### config.mk
export PLATFORM = sky130hd
export DESIGN_NAME = e1_tx_diag_sel
export DESIGN_NICKNAME = d
export VERILOG_FILES = /design/src/rtl/e1_diag_pkg.sv /design/src/rtl/e1_diag_prio.sv /design/src/rtl/e1_qrss_gen.sv /design/src/rtl/e1_tx_chan.sv /design/src/rtl/e1_tx_diag_sel.sv
export SDC_FILE = /design/constraint.sdc
export NUM_CORES = 1
export LEC_CHECK = 0
export BUFFER_PORTS_ARGS = -buffer_cell sky130_fd_sc_hd__buf_2
export CORE_UTILIZATION = 50
export CTS_CLUSTER_DIAMETER = 200
export DETAILED_ROUTE_END_ITERATION = 16
export PLACE_DENSITY = 0.7
export SYNTH_ARGS = -nofsm -noshare
export SYNTH_HDL_FRONTEND = slang
export SYNTH_SLANG_ARGS = --single-unit
### constraint.sdc
create_clock -name clk -period 7.5 [get_ports clk]
set_clock_uncertainty 0.1 [all_clocks]
set_input_delay 1.5 -clock clk [delete_from_list [all_inputs] [get_ports clk]]
set_output_delay 1.5 -clock clk [all_outputs]
set_load 0.03 [all_outputs]
### src/rtl/e1_diag_pkg.sv
package e1_diag_pkg;

  typedef enum logic [1:0] {
    SEL_USER = 2'd0,
    SEL_QRSS = 2'd1,
    SEL_AUTO = 2'd2,
    SEL_ONES = 2'd3
  } tx_sel_e;

  localparam int unsigned QRSS_LEN  = 20;
  localparam int unsigned QRSS_TAP  = 17;
  localparam int unsigned QRSS_ZRUN = 14;

endpackage

### src/rtl/e1_diag_prio.sv
module e1_diag_prio
  import e1_diag_pkg::*;
(
  input  logic    force_ones,
  input  logic    auto_en,
  input  logic    rlos,
  input  logic    qrss_en,
  output tx_sel_e sel
);

  always_comb begin
    if (force_ones)          sel = SEL_ONES;
    else if (auto_en && rlos) sel = SEL_AUTO;
    else if (qrss_en)        sel = SEL_QRSS;
    else                     sel = SEL_USER;
  end

endmodule

### src/rtl/e1_qrss_gen.sv
module e1_qrss_gen #(
  parameter int unsigned         W    = 20,
  parameter int unsigned         TAP  = 17,
  parameter int unsigned         ZRUN = 14,
  parameter logic [W-1:0]        SEED = 1
) (
  input  logic clk,
  input  logic rst_n,
  input  logic adv,
  output logic bit_o
);

  logic [W-1:0] st_q;
  logic [W-1:0] st_d;
  logic         fb;

  always_comb begin
    fb    = st_q[W-1] ^ st_q[TAP-1];
    bit_o = fb | ~(|st_q[ZRUN-1:0]);
    st_d  = {st_q[W-2:0], fb};
  end

  always_ff @(posedge clk or negedge rst_n) begin
    if (!rst_n)   st_q <= SEED;
    else if (adv) st_q <= st_d;
  end

  AST_QRSS_NONZERO: assert property (@(posedge clk) disable iff (!rst_n)
    adv |=> (st_q != '0)) else $error("LFSR reached all zero");

endmodule

### src/rtl/e1_tx_chan.sv
module e1_tx_chan
  import e1_diag_pkg::*;
#(
  parameter int unsigned            QW    = QRSS_LEN,
  parameter int unsigned            QTAP  = QRSS_TAP,
  parameter int unsigned            QZRUN = QRSS_ZRUN,
  parameter logic [QRSS_LEN-1:0]    QSEED = 1
) (
  input  logic clk,
  input  logic rst_n,
  input  logic auto_en,
  input  logic tx_pos,
  input  logic tx_neg,
  input  logic rx_pos,
  input  logic single_rail,
  input  logic force_ones,
  input  logic qrss_en,
  input  logic rlos,
  input  logic dig_loop,
  output logic enc_pos,
  output logic enc_neg,
  output logic enc_sr,
  output logic lb_pos
);

  localparam int unsigned ZCW = $clog2(QZRUN + 2);

  tx_sel_e sel;
  logic    qbit;
  logic    qadv;
  logic    dbit;
  logic    diag;
  logic    sr_d, pos_d, neg_d, lb_d;
  logic    pol_q, pol_en;

  e1_diag_prio u_prio (
    .force_ones (force_ones),
    .auto_en    (auto_en),
    .rlos       (rlos),
    .qrss_en    (qrss_en),
    .sel        (sel)
  );

  e1_qrss_gen #(
    .W    (QW),
    .TAP  (QTAP),
    .ZRUN (QZRUN),
    .SEED (QSEED)
  ) u_qrss (
    .clk   (clk),
    .rst_n (rst_n),
    .adv   (qadv),
    .bit_o (qbit)
  );

  always_comb begin
    diag = (sel != SEL_USER);
    qadv = (sel == SEL_QRSS);
    sr_d = diag | single_rail;
    case (sel)
      SEL_ONES, SEL_AUTO: dbit = 1'b1;
      SEL_QRSS:           dbit = qbit;
      default:            dbit = tx_pos;
    endcase
    pos_d  = 1'b0;
    neg_d  = 1'b0;
    pol_en = 1'b0;
    if (sr_d) begin
      if (dbit) begin
        pos_d  = ~pol_q;
        neg_d  = pol_q;
        pol_en = 1'b1;
      end
    end else begin
      pos_d = tx_pos;
      neg_d = tx_neg;
    end
    if (!dig_loop)                               lb_d = rx_pos;
    else if (sel == SEL_QRSS || sel == SEL_AUTO) lb_d = dbit;
    else                                         lb_d = tx_pos;
  end

  always_ff @(posedge clk or negedge rst_n) begin
    if (!rst_n)      pol_q <= 1'b0;
    else if (pol_en) pol_q <= ~pol_q;
  end

  always_ff @(posedge clk or negedge rst_n) begin
    if (!rst_n) begin
      enc_pos <= 1'b0;
      enc_neg <= 1'b0;
      enc_sr  <= 1'b0;
      lb_pos  <= 1'b0;
    end else begin
      enc_pos <= pos_d;
      enc_neg <= neg_d;
      enc_sr  <= sr_d;
      lb_pos  <= lb_d;
    end
  end

  // zero-run observer for the QRSS line stream (checking only)
  logic [ZCW-1:0] zrun_q;
  always_ff @(posedge clk or negedge rst_n) begin
    if (!rst_n)                zrun_q <= '0;
    else if (!qadv || qbit)    zrun_q <= '0;
    else if (zrun_q != '1)     zrun_q <= zrun_q + 1'b1;
  end

  AST_ONES_ONE_MARK: assert property (@(posedge clk) disable iff (!rst_n)
    force_ones |=> (enc_sr && (enc_pos ^ enc_neg))) else $error("all ones lost a mark");
  AST_ONES_ALTERNATE: assert property (@(posedge clk) disable iff (!rst_n)
    (force_ones && enc_sr && enc_pos) |=> enc_neg) else $error("marks did not alternate");
  AST_AUTO_MARK: assert property (@(posedge clk) disable iff (!rst_n)
    (!force_ones && auto_en && rlos) |=> (enc_sr && (enc_pos ^ enc_neg))) else $error("auto ones missing");
  AST_DIAG_SINGLE: assert property (@(posedge clk) disable iff (!rst_n)
    (force_ones || qrss_en || (auto_en && rlos)) |=> enc_sr) else $error("diag not single rail");
  AST_SR_NO_DOUBLE: assert property (@(posedge clk) disable iff (!rst_n)
    enc_sr |-> !(enc_pos && enc_neg)) else $error("double mark in single rail");
  AST_DUAL_PASS: assert property (@(posedge clk) disable iff (!rst_n)
    (!force_ones && !qrss_en && !(auto_en && rlos) && !single_rail)
      |=> (enc_pos == $past(tx_pos) && enc_neg == $past(tx_neg))) else $error("dual rail not passed");
  AST_LB_TAOS: assert property (@(posedge clk) disable iff (!rst_n)
    (force_ones && dig_loop) |=> (lb_pos == $past(tx_pos))) else $error("loopback lost user data");
  AST_LB_OPEN: assert property (@(posedge clk) disable iff (!rst_n)
    !dig_loop |=> (lb_pos == $past(rx_pos))) else $error("receive data not forwarded");
  AST_QRSS_ZRUN: assert property (@(posedge clk) disable iff (!rst_n)
    zrun_q <= ZCW'(QZRUN)) else $error("QRSS zero run too long");

endmodule

### src/rtl/e1_tx_diag_sel.sv
module e1_tx_diag_sel
  import e1_diag_pkg::*;
#(
  parameter int unsigned         NCH   = 8,
  parameter logic [QRSS_LEN-1:0] QSEED = 1
) (
  input  logic           clk,
  input  logic           rst_n,
  input  logic           auto_ones_en,
  input  logic [NCH-1:0] tx_pos,
  input  logic [NCH-1:0] tx_neg,
  input  logic [NCH-1:0] rx_pos,
  input  logic [NCH-1:0] single_rail,
  input  logic [NCH-1:0] force_ones,
  input  logic [NCH-1:0] qrss_en,
  input  logic [NCH-1:0] rlos,
  input  logic [NCH-1:0] dig_loop,
  output logic [NCH-1:0] enc_pos,
  output logic [NCH-1:0] enc_neg,
  output logic [NCH-1:0] enc_single,
  output logic [NCH-1:0] lb_rx_pos
);

  logic rst_s1_q, rst_s2_q;

  always_ff @(posedge clk or negedge rst_n) begin
    if (!rst_n) begin
      rst_s1_q <= 1'b0;
      rst_s2_q <= 1'b0;
    end else begin
      rst_s1_q <= 1'b1;
      rst_s2_q <= rst_s1_q;
    end
  end

  for (genvar c = 0; c < NCH; c++) begin : g_ch
    e1_tx_chan #(
      .QW    (QRSS_LEN),
      .QTAP  (QRSS_TAP),
      .QZRUN (QRSS_ZRUN),
      .QSEED (QSEED)
    ) u_chan (
      .clk         (clk),
      .rst_n       (rst_s2_q),
      .auto_en     (auto_ones_en),
      .tx_pos      (tx_pos[c]),
      .tx_neg      (tx_neg[c]),
      .rx_pos      (rx_pos[c]),
      .single_rail (single_rail[c]),
      .force_ones  (force_ones[c]),
      .qrss_en     (qrss_en[c]),
      .rlos        (rlos[c]),
      .dig_loop    (dig_loop[c]),
      .enc_pos     (enc_pos[c]),
      .enc_neg     (enc_neg[c]),
      .enc_sr      (enc_single[c]),
      .lb_pos      (lb_rx_pos[c])
    );
  end

endmodule

==> Word-level counts from Yosys, hierarchy flattened <==
Cells that the tools add are included.
{ "classes": {"eq_ne": 24, "mux": 96, "n_bitwise": 40, "n_reduce_logical": 40} }
{ "ops": {"columns": ["op", "count"], "rows": [
  ["OR reduction 14 bit", 8],
  ["2-to-1 mux 1 bit", 72],
  ["== test 2 bit, second input constant", 16],
  ["2-to-1 mux 2 bit", 16],
  ["== test 2 x 1 -> 1 bit, second input constant", 8],
  ["inverter 1 bit", 16],
  ["bitwise OR 1 bit", 16],
  ["case mux 1 bit (2 select lines)", 8],
  ["nonzero test 2 bit", 8],
  ["OR reduction 2 bit", 8],
  ["logical AND 1 bit", 8],
  ["logical OR 1 bit", 8],
  ["bitwise XOR 1 bit", 8]
]} }
{ "totals": {"ff_bits": 202, "out_inout_bits": 32} }

==> Logic depth before layout (Yosys ltp) <==
{ "logic_depth": {"word_depth": 8, "depth_mapped": 10} }

==> By module <==
A second synthesis with hierarchy kept.
{ "hier_totals": {"cells_unflattened": 627, "hier_area_um2": 9102.5} }
{ "by_module_without_submodules": {"columns": ["module", "instances", "cells_per_inst", "area_each_um2", "seq_area_each_um2"], "rows": [
  ["e1_qrss_gen", 8, 49, 792.0, 501.7],
  ["e1_tx_chan", 8, 26, 321.6, 125.1],
  ["e1_diag_prio", 8, 3, 17.5, 0.0],
  ["e1_tx_diag_sel", 1, 3, 53.8, 50.0]
]} }

==> Least setup slack after synthesis <==
No wires, ideal clock.
{ "synth_timing": {"path_kind": "input to register", "from": "in auto_ones_en", "to": "reg g_ch[0].u_chan.pol_q", "setup_time_ns": 0.079, "t_arrival_ns": 2.827, "t_required_ns": 7.321, "setup_slack_ns": 4.494, "path_stages": 9, "n_path_buf": 2, "path_cell_list": "buf_6 buf_12 nand2_1 a21o_1 ha_1 nor4b_1 nand4_1 a311oi_2 xor2_1"} }
{ "synth_between": {"elab_chain_cells": 8} }
{ "synth_lines": {"columns": ["element", "line_no", "source"], "rows": [
  ["from (decl)", "e1_tx_diag_sel.sv:9", "input logic auto_ones_en,"],
  ["logical AND 1 bit (*)", "e1_diag_prio.sv:13", "else if (auto_en && rlos) sel = SEL_AUTO;"],
  ["2-to-1 mux 2 bit (*)", "e1_diag_prio.sv:13", null],
  ["2-to-1 mux 2 bit (*)", "e1_diag_prio.sv:12", "if (force_ones) sel = SEL_ONES;"],
  ["== test 2 bit", "e1_tx_chan.sv:60", "case (sel)"],
  ["OR reduction 2 bit", "e1_tx_chan.sv:60", null],
  ["case mux 1 bit (2 select lines)", "e1_tx_chan.sv:60", null],
  ["2-to-1 mux 1 bit", "e1_tx_chan.sv:69", "if (dbit) begin"],
  ["2-to-1 mux 1 bit (*)", "e1_tx_chan.sv:68", "if (sr_d) begin"],
  ["to (signal assigned)", "e1_tx_chan.sv:85", "else if (pol_en) pol_q <= ~pol_q;"],
  ["to (decl)", "e1_tx_chan.sv:34", "logic pol_q, pol_en;"]
]} }
Mark *: on every way between the ends. The rest lies on a longest branch, timed or not.
A chain may end at the register's enable or synchronous reset.

==> Worst setup path after layout <==
{ "layout_timing": {"from": "in auto_ones_en", "to": "reg g_ch[6].u_chan.pol_q"} }
{ "layout_between": {"elab_chain_cells": 8} }
{ "layout_lines": {"columns": ["element", "line_no"], "rows": [
  ["logical AND 1 bit (*)", "e1_diag_prio.sv:13"],
  ["2-to-1 mux 2 bit (*)", "e1_diag_prio.sv:13"],
  ["2-to-1 mux 2 bit (*)", "e1_diag_prio.sv:12"],
  ["== test 2 bit", "e1_tx_chan.sv:60"],
  ["OR reduction 2 bit", "e1_tx_chan.sv:60"],
  ["case mux 1 bit (2 select lines)", "e1_tx_chan.sv:60"],
  ["2-to-1 mux 1 bit", "e1_tx_chan.sv:69"],
  ["2-to-1 mux 1 bit (*)", "e1_tx_chan.sv:68"],
  ["to (signal assigned)", "e1_tx_chan.sv:85"],
  ["to (decl)", "e1_tx_chan.sv:34"]
]} }
Marks and branches as above.

==> results by group <==
Run status
  • Outcome: complete, no violations

Clocking
  • Worst-Skew Late Latency: just under 0.5 ns
  • Hold Buf Count CTS: 0
  • CTS root buffer: clkbuf_16
  • Post-CTS sizing: 0
  • H-tree depth: 1
  • CTS sink cnt: 202
  • Clock Tree Buf Depth: 3
  • Clk slew on worst S/H paths: 0.06 ns
  • Post-CTS setup repair buffer count: 0
  • CTS tree: yes
  • Total CTS buffers: 22

Floorplan
  • Top Ports: ~100
  • Die Span X: 136 µm
  • Die Y-Extent: 136 µm
  • Site Rows: 48
  • Die area: 18600 µm²
  • Initial Utilization: 0.517
  • Core Region: 17400 µm²

Synth
  • Post-synthesis mux area share: 0.190
  • Synth Area in Compound Gates: 0.0625
  • Netlist cell types: 32
  • Ys flop type: dfrtp_1
  • Synth cell count leaders: 194 x dfrtp_1, 152 x mux2_2, 40 x inv_1
  • Synth area leader: dfrtp_1
  • Most frequent cell after synthesis: dfrtp_1
  • Seq/Total Area, Yosys: 0.562
  • Area contributors post-synth: dfrtp_1 54%, mux2_2 19%, ha_1 3.3%, buf_4 2.7%, dfstp_2 2.3%
  • Largest family of logic cells by synthesized area: multiplexers
  • Synth Instances: roughly 700
  • Simple-Gate Fraction of Synth Area: 0.0800
  • Avg Inst Size Synth: roughly 13 µm²
  • Synthesized area: 9010 µm²
  • Synth Area in XOR/XNOR: 0.0156
  • Count of state elements after synthesis: 202
  • Adder-Cell Fraction of Synth Area: 0.0333
  • Fraction of registers with async set or reset after synthesis: 1.00
  • Syn_nets: 776
  • Yosys top cell area share: 0.539
  • EDFF count, synth: 0
  • Ys Warns: 0

STA
  • F_max: 278 MHz
  • Final Hold Viols: 0
  • Slew headroom: 0.366
  • Final Max Slew Viols: 0
  • RSZ-0062 raised after global routing: no
  • Worst slew pin tran: 0.951 ns
  • Setup TNS: 0 ns
  • Crit share post-route: 0.480
  • Final min period: around 3.6 ns
  • # setup viols final: 0

Setup path
  • Critical path peak fanout: 22
  • CP peak stage delay: 0.79 ns
  • WP buf/inv: 1
  • Crit path from: auto_ones_en
  • Worst path cell trace: buf_2 -> a21oi_1 -> ha_1 -> nor4b_2 -> nand4_1 -> a311oi_2 -> xor2_1
  • FF-to-FF End: g_ch[6].u_chan.u_qrss.st_q[3]
  • Critical path depth: 7
  • Critical path's top delay family: adder cells
  • R2R depth: 1
  • Worst Setup Start Kind: input pin
  • CP endpoint kind: flop
  • Critical Path RT: 7.82 ns
  • R2r setup slk: 5.54 ns
  • WP data arrival: about 3.9 ns
  • Critical register-to-register path startpoint: rst_s2_q
  • WS Path Type: in -> reg
  • Slowest CP cell: ha_1
  • Setup crit end: g_ch[6].u_chan.pol_q

Run
  • Number of max-cap violations: 0

Drt
  • Routed len/inst: around 15 µm
  • Starting DRC count in detailed routing: 221
  • Via/cell ratio: 5.27
  • DRC: 0
  • Drt pass-1 iters: 4
  • Post-DRT Antenna Nets: 0
  • Final wirelength: about 15000 µm
  • Via Count: roughly 5300

Global routing
  • Largest net degree at the start of global routing: 80
  • GRT overflow: 0
  • Global-route wire length before repair: 25100 µm
  • Gr usage total: 0.166
  • Vias in the first global route: between 5000 and 6000
  • Antenna violations before repair: 0

Placed design
  • I/O Buffers: 98
  • Post-DP HPWL: 10200 µm
  • GP Congestion: 0.793

Final layout
  • Final nets: 850
  • Final core utilization: 0.582
  • Area growth from synthesis to layout: 12.6%
  • Filler cell count: 1424
  • Inserted Diodes: 0
  • Layout cells sized above 1: 0.403

Power and ir drop
  • Power Density: ~320 nW/µm²
  • Leak pwr: 5.08 nW
  • VDD IR-drop max: 188 µV

Hold path
  • Hold_sp: rst_s1_q
  • Min-delay worst type: reg -> reg
## stage by stage
stage	hold WS (ns)	total power, W	setup slack, ns	std cells	cell area [µm²]
floorplan	0.231	0.00212	1.37	685	9010
global placement	0.239	0.00222	3.57	960	9450
detailed placement	0.237	0.00226	3.40	960	9450
CTS	0.250	0.00331	3.91	1000	10100
global route	0.267	0.00345	3.70	1000	10100
finish	0.256	0.00327	3.90	1000	10100
## final cells by class
| class | instances | area [µm²] | area share |
|---|---|---|---|
| Clock buffer | 37 | 658 | 0.0649 |
| Multi-Input combinational cell | 393 | 3440 | 0.339 |
| Sequential cell | 202 | 5070 | 0.500 |
| Clock inverter | 3 | 40.0 | 0.00395 |
| Inverter | 40 | 150 | 0.0148 |
| Timing Repair Buffer | 100 | 505 | 0.0498 |
| Tap cell | 225 | 282 | 0.0278 |
## flip-flops by register name, indices dropped and copies added (netlist names)
| signal | flops |
|---|---|
| g_ch.u_chan.enc_neg | 8 |
| g_ch.u_chan.lb_pos | 8 |
| g_ch.u_chan.u_qrss.st_q | 160 |
| rst_s1_q | 1 |
| g_ch.u_chan.enc_pos | 8 |
| g_ch.u_chan.enc_sr | 8 |
| rst_s2_q | 1 |
| g_ch.u_chan.pol_q | 8 |
## placed cells by master (no fill, tap or decap), drive strengths merged, types with 16 or more instances in the layout
master and count:
buf 100, nand2 32, inv 40, nor2b 22, nor4 16, ha 24
mux2 152, o21ai 32, clkbuf 37, dfrtp 194, xor2 16
## metal layers
metal / vias up / share of wire / track usage
met5: - / 0 / 0
met4: 0 / 0.033 / 0.0691
met3: 38 / 0.046 / 0.0317
met2: 100 / 0.49 / 0.290
met1: 2590 / 0.43 / 0.200
li1: 2542 / - / -
## where the power goes
part | total, W | switching (W) | internal, W
registers | 0.00155 | 0.000177 | 0.00137
logic | 0.000687 | 0.000348 | 0.000339
clock network | 0.00103 | 0.000402 | 0.000629
## logic make-up after synthesis
logic type / Yosys count
buffers and inverters: 90
other: 1
AOI/OAI and AO/OA: 80
DFF: 202
muxes: 152
adders and majority gates: 24
xor gates and xnor gates: 16
and+or+nand+nor: 120
## worst min-delay path by stage
| stage | slack (ns) | cells after the start | endpoint |
|---|---|---|---|
| 2_1_floorplan | 0.23 | 0 | rst_s2_q |
| 3_3_place_gp | 0.24 | 0 | rst_s2_q |
| 3_5_place_dp | 0.24 | 0 | rst_s2_q |
| 4_1_cts | 0.25 | 0 | rst_s2_q |
| 5_1_grt | 0.27 | 0 | rst_s2_q |
| 6_report | 0.26 | 0 | rst_s2_q |
No activity file was read; power rests on OpenSTA's default activity.
